==> src/rtl/pq_pkg.sv <==
package pq_pkg;

  localparam int PAGE_W    = 12;
  localparam int ORDER_BIT = 6;

  typedef logic [1:0] pq_t;

  typedef enum logic [2:0] {
    OP_NONE,
    OP_EOI,
    OP_GET,
    OP_SET,
    OP_BAD
  } op_e;

  // Operation selected by a page offset, ordering hint masked out.
  function automatic op_e decode_offset(logic wr, logic [PAGE_W-1:0] off,
                                        logic st_eoi_en);
    logic [PAGE_W-1:0] m;
    op_e r;
    m = off & ~(PAGE_W'(1) << ORDER_BIT);
    if (wr) begin
      r = (st_eoi_en && m == 12'h400) ? OP_EOI : OP_NONE;
    end else begin
      case (m)
        12'h000:                            r = OP_EOI;
        12'h800:                            r = OP_GET;
        12'hC00, 12'hD00, 12'hE00, 12'hF00: r = OP_SET;
        default:                            r = OP_BAD;
      endcase
    end
    return r;
  endfunction

  function automatic pq_t trig_next(pq_t s);
    case (s)
      2'b00:   return 2'b10;
      2'b01:   return 2'b01;
      default: return 2'b11;
    endcase
  endfunction

  function automatic logic trig_fires(pq_t s);
    return s == 2'b00;
  endfunction

  function automatic pq_t eoi_next(pq_t s);
    case (s)
      2'b10:   return 2'b00;
      2'b11:   return 2'b10;
      default: return s;
    endcase
  endfunction

  function automatic logic eoi_fires(pq_t s);
    return s == 2'b11;
  endfunction

  function automatic pq_t access_next(op_e op, pq_t s, pq_t set_val);
    case (op)
      OP_EOI:  return eoi_next(s);
      OP_SET:  return set_val;
      default: return s;
    endcase
  endfunction

  function automatic logic [7:0] load_result(op_e op, pq_t s);
    case (op)
      OP_EOI:         return {7'b0, s[0]};
      OP_GET, OP_SET: return {6'b0, s};
      default:        return 8'hFF;
    endcase
  endfunction

endpackage

==> src/rtl/pq_addr_decode.sv <==
module pq_addr_decode
  import pq_pkg::*;
#(
  parameter int   NUM_SRC      = 12,
  parameter int   IDX_W        = 4,
  parameter logic STORE_EOI_EN = 1'b1,
  localparam int  ADDR_W       = IDX_W + PAGE_W
) (
  input  logic              mmio_req,
  input  logic              mmio_wr,
  input  logic [ADDR_W-1:0] mmio_addr,
  output op_e               op,
  output logic [IDX_W-1:0]  src,
  output pq_t               set_val
);

  logic              in_range;
  logic [PAGE_W-1:0] off;
  op_e               raw_op;

  assign src      = mmio_addr[ADDR_W-1:PAGE_W];
  assign off      = mmio_addr[PAGE_W-1:0];
  assign in_range = int'(src) < NUM_SRC;
  assign set_val  = off[9:8];
  assign raw_op   = decode_offset(mmio_wr, off, STORE_EOI_EN);

  always_comb begin
    if (!mmio_req)     op = OP_NONE;
    else if (in_range) op = raw_op;
    else               op = mmio_wr ? OP_NONE : OP_BAD;
  end

endmodule

==> src/rtl/pq_state_bank.sv <==
module pq_state_bank
  import pq_pkg::*;
#(
  parameter int NUM_SRC = 12,
  parameter int IDX_W   = 4
) (
  input  logic             clk,
  input  logic             rst_n,
  input  op_e              mmio_op,
  input  logic [IDX_W-1:0] mmio_src,
  input  pq_t              set_val,
  input  logic             trig_valid,
  input  logic [IDX_W-1:0] trig_src,
  output pq_t              mmio_old,
  output logic             eoi_fire,
  output logic             trg_fire
);

  pq_t  state_q [NUM_SRC];
  pq_t  state_d [NUM_SRC];
  pq_t  mmio_new;
  pq_t  trig_base;
  logic mmio_live;
  logic trig_in_range;

  assign mmio_live     = (mmio_op == OP_EOI) || (mmio_op == OP_GET) || (mmio_op == OP_SET);
  assign trig_in_range = int'(trig_src) < NUM_SRC;

  always_comb begin
    mmio_old = '0;
    for (int i = 0; i < NUM_SRC; i++)
      if (mmio_src == IDX_W'(i)) mmio_old = state_q[i];
  end

  assign mmio_new = access_next(mmio_op, mmio_old, set_val);

  // Trigger sees the post-access state when both name one source.
  always_comb begin
    trig_base = '0;
    for (int i = 0; i < NUM_SRC; i++)
      if (trig_src == IDX_W'(i)) trig_base = state_q[i];
    if (mmio_live && mmio_src == trig_src) trig_base = mmio_new;
  end

  assign eoi_fire = (mmio_op == OP_EOI) && eoi_fires(mmio_old);
  assign trg_fire = trig_valid && trig_in_range && trig_fires(trig_base);

  for (genvar g = 0; g < NUM_SRC; g++) begin : g_src
    pq_t after_acc;
    assign after_acc  = (mmio_live && mmio_src == IDX_W'(g)) ? mmio_new : state_q[g];
    assign state_d[g] = (trig_valid && trig_src == IDX_W'(g)) ? trig_next(after_acc)
                                                               : after_acc;
  end

  always_ff @(posedge clk) begin
    for (int i = 0; i < NUM_SRC; i++) begin
      if (!rst_n) state_q[i] <= '0;
      else        state_q[i] <= state_d[i];
    end
  end

endmodule

==> src/rtl/pq_source_bank.sv <==
module pq_source_bank
  import pq_pkg::*;
#(
  parameter int   NUM_SRC      = 12,
  parameter int   IDX_W        = 4,
  parameter logic STORE_EOI_EN = 1'b1,
  localparam int  ADDR_W       = IDX_W + PAGE_W
) (
  input  logic              clk,
  input  logic              rst_n,
  input  logic              mmio_req,
  input  logic              mmio_wr,
  input  logic [ADDR_W-1:0] mmio_addr,
  output logic              mmio_rvalid,
  output logic [7:0]        mmio_rdata,
  input  logic              trig_valid,
  input  logic [IDX_W-1:0]  trig_src,
  output logic              evt_trg_valid,
  output logic [IDX_W-1:0]  evt_trg_src,
  output logic              evt_eoi_valid,
  output logic [IDX_W-1:0]  evt_eoi_src
);

  op_e              dec_op;
  logic [IDX_W-1:0] dec_src;
  pq_t              dec_set;
  pq_t              old_pq;
  logic             eoi_fire_w;
  logic             trg_fire_w;

  pq_addr_decode #(
    .NUM_SRC(NUM_SRC), .IDX_W(IDX_W), .STORE_EOI_EN(STORE_EOI_EN)
  ) u_dec (
    .mmio_req (mmio_req),
    .mmio_wr  (mmio_wr),
    .mmio_addr(mmio_addr),
    .op       (dec_op),
    .src      (dec_src),
    .set_val  (dec_set)
  );

  pq_state_bank #(.NUM_SRC(NUM_SRC), .IDX_W(IDX_W)) u_bank (
    .clk       (clk),
    .rst_n     (rst_n),
    .mmio_op   (dec_op),
    .mmio_src  (dec_src),
    .set_val   (dec_set),
    .trig_valid(trig_valid),
    .trig_src  (trig_src),
    .mmio_old  (old_pq),
    .eoi_fire  (eoi_fire_w),
    .trg_fire  (trg_fire_w)
  );

  always_ff @(posedge clk) begin
    if (!rst_n) begin
      mmio_rvalid   <= 1'b0;
      mmio_rdata    <= '0;
      evt_trg_valid <= 1'b0;
      evt_trg_src   <= '0;
      evt_eoi_valid <= 1'b0;
      evt_eoi_src   <= '0;
    end else begin
      mmio_rvalid   <= mmio_req && !mmio_wr;
      mmio_rdata    <= load_result(dec_op, old_pq);
      evt_trg_valid <= trg_fire_w;
      evt_trg_src   <= trig_src;
      evt_eoi_valid <= eoi_fire_w;
      evt_eoi_src   <= dec_src;
    end
  end

endmodule

==> config.mk <==
export PLATFORM = sky130hd
export DESIGN_NAME = pq_source_bank
export DESIGN_NICKNAME = d
export VERILOG_FILES = /design/src/rtl/pq_pkg.sv /design/src/rtl/pq_addr_decode.sv /design/src/rtl/pq_state_bank.sv /design/src/rtl/pq_source_bank.sv
export SDC_FILE = /design/constraint.sdc
export NUM_CORES = 1
export LEC_CHECK = 0
export BUFFER_PORTS_ARGS = -buffer_cell sky130_fd_sc_hd__buf_2
export CORE_MARGIN = 4
export CORE_UTILIZATION = 45
export CTS_CLUSTER_DIAMETER = 150
export DETAILED_ROUTE_END_ITERATION = 6
export GPL_TIMING_DRIVEN = 0
export PLACE_DENSITY = 0.71
export SYNTH_ARGS = -nofsm -noshare
export SYNTH_HDL_FRONTEND = slang
export SYNTH_SLANG_ARGS = --single-unit
==> constraint.sdc <==
create_clock -name clk -period 6.8 [get_ports clk]
set_clock_uncertainty 0.1 [all_clocks]
set_input_delay 1.36 -clock clk [delete_from_list [all_inputs] [get_ports clk]]
set_output_delay 1.36 -clock clk [all_outputs]
set_load 0.005 [all_outputs]
==> results.py <==
metrics = {
    "run_status": {
        "status": "finished clean",
    },
    "clocking": {
        "h-tree-depth": 2,
        "clock-sinks": 38,
        "cts.clk_slew.worst_paths_ps": 80,
        "clk_latency_ps": 290,
        "hold_buffers": 0,
        "cts_buffers": 5,
        "cts_tree": "done",
        "cts_resized": 0,
        "clock-root-buffer": "clkbuf_8",
        "post-cts-setup-buffers": 0,
        "cts_buffer_depth": 2,
    },
    "setup_path": {
        "rrSetupSlack_ps": 4400,
        "critPathLaunchType": "input port",
        "end_kind": "register",
        "arrival_ps": 3470,
        "crit_type": "in2reg",
        "required_ps": 6860,
        "cp_max_fo": 10,
    },
    "sta": {
        "rsz0062_at_grt": "no",
        "slew_violations": 0,
        "min_period_over_period_pct": 50.0,
        "setup_violations": 0,
        "setup-tns-final_ps": 0,
        "timing.slew.headroom_pct": 52.7,
        "fin_crit_ps": 3400,
        "fmax_ghz": 0.294,
        "worst_pin_slew_ps": 703,
        "hold_viol": 0,
    },
    "synth": {
        "synth_edf_count": 0,
        "synth_top_area_share_pct": 29.6,
        "yosysWarningCount": 0,
        "syn-num-nets": 325,
        "yosys.area_share.xor_xnor_pct": 1.70,
        "synthArstFlopShare_pct": 0,
        "ys_types": 61,
        "synth_fa_ha_area_share_pct": 0,
        "ys_ff_latch": 38,
        "syn_area_um2": 2570,
        "ys_seq_area_share_pct": 29.6,
        "synth_top_area_cell": "dfxtp_1",
        "synth_simple_gate_area_share_pct": 24.6,
        "synth_compound_area_share_pct": 20.9,
        "avgSynthCellArea_um2": 8.56,
        "synth_ff_type": "dfxtp_1",
        "synthMuxAreaShare_pct": 14.5,
        "synthCells": 300,
        "synth_top_family_by_area": "simple AND/OR/NAND/NOR gates",
        "synthTopCellsByArea": "dfxtp_1, mux2i_1, nor2_1, a211oi_1, buf_4",
    },
    "hold_path": {
        "hold_class": "reg2reg",
    },
    "placement": {
        "dpl.hpwl_mm": 5.40,
        "place_congestion": 0.879,
        "portBuffers": 39,
    },
    "route": {
        "postRouteAntennaNets": 0,
        "route.detailed.drc": 0,
        "drt-initial-drc-count": 187,
        "wirelength_mm": 7.19,
        "vias": 2463,
        "wire_per_inst_um": 17.1,
        "viasPerCell": 5.88,
        "drt_first_pass_iters": 4,
    },
    "grt": {
        "grt-ovfl-total": 0,
        "grt_use_total_pct": 20.1,
        "grt_max_degree": 12,
        "antenna_found_initial": 0,
        "grt_pass1_vias": 2223,
        "grt_pass1_wl_mm": 11.5,
    },
    "die": {
        "design.die.area_um2": 6980,
        "die_y_um": 83.6,
        "die_w_um": 83.6,
        "core_area_um2": 5510,
        "start_util_pct": 46.6,
        "ios": 44,
        "rows": 27,
    },
    "layout": {
        "n_antenna_cell": 0,
        "final_net_count": 371,
        "area_growth_syn_to_layout_pct": 14.7,
        "final_cell_mix": "buf_2, nor2_1, dfxtp_1",
        "post-route-util_pct": 53.5,
        "drive_gt1_share_pct": 26.5,
        "layout_commonest_cell": "buf_2",
        "fill_cells": 520,
    },
    "job": {
        "cap_violations": 0,
    },
    "pwr": {
        "power_uw": 474,
        "ir_worst_vdd_mv": 0.0804,
        "power_density_nw_per_um2": 161,
        "p_leak_nw": 1.14,
    },
}
==> stage by stage <==
stage                     hold WS, ps  instances  area, um^2  setup WS [ps]
after global routing              500        419        2950           3240
after detailed placement          466        411        2850           3120
final                             480        419        2950           3400
after CTS                         478        419        2950           3420
after floorplan                   422        300        2570           3510
after global placement            461        411        2850           3170
==> sequential cells by signal (all words and copies together), names as in the netlist <==
signal,cells
u_bank.state_q,24
evt_eoi_src,4
evt_trg_src,4
mmio_rdata,3
evt_eoi_valid,1
evt_trg_valid,1
mmio_rvalid,1
==> metal layers <==
layer	track usage (%)	wire length, um
met5	0	0
met4	5.70	142
met3	5.13	599
met2	32.4	3310
met1	26.6	3140
==> power breakdown <==
part / leakage [nW] / switching, mW / internal [mW]
Sequential: 0.310 / 0.00283 / 0.228
Combinational: 0.785 / 0.0477 / 0.0339
Clock: 0.0482 / 0.0795 / 0.0818
Total: 1.14 / 0.130 / 0.344
==> cell type report <==
class / instances / area (um^2) / area share, %
Multi-Input combinational cell: 228 / 1590 / 53.8
Sequential cell: 38 / 761 / 25.8
Timing Repair Buffer: 39 / 195 / 6.63
Buffer: 26 / 191 / 6.50
Tap cell: 72 / 90.1 / 3.06
Clock buffer: 7 / 86.3 / 2.93
Inverter: 8 / 31.3 / 1.06
Clock inverter: 1 / 5.00 / 0.170
==> cell families (layout without fill, tap and decap cells) <==
group | count (synthesis) | count (layout)
DFF | 38 | 38
muxes | 28 | 28
xor gates and xnor gates | 5 | 5
AOI/OAI and AO/OA | 70 | 70
and+or+nand+nor | 125 | 125
buffers and inverters | 34 | 81
==> cell usage after synthesis (9+ instances only) <==
cell and count:
buf_4 11, mux2i_1 15, a211oi_1 11, dfxtp_1 38
nor2_1 40, nand2_1 22, nor4_1 9, nor3_1 9
o22ai_1 10, a21oi_1 12
==> worst paths after layout <==
check                               end  cells after the start                   from
hold reg to reg   u_bank.state_q[11][0]                      2  u_bank.state_q[11][0]
setup / recovery   u_bank.state_q[4][0]                      9           mmio_addr[4]
hold / removal    u_bank.state_q[11][0]                      2  u_bank.state_q[11][0]
setup reg to reg   u_bank.state_q[5][0]                      9   u_bank.state_q[8][0]
==> critical path, stage by stage <==
cell     delay (ps)
buf_2           100
nor4b_2         350
and3_1          270
o21ai_1          90
buf_2           190
or2_2           330
nor3_1          370
mux2i_1         300
o22ai_1         100
Note: power is estimated with default switching activity, not from simulation.
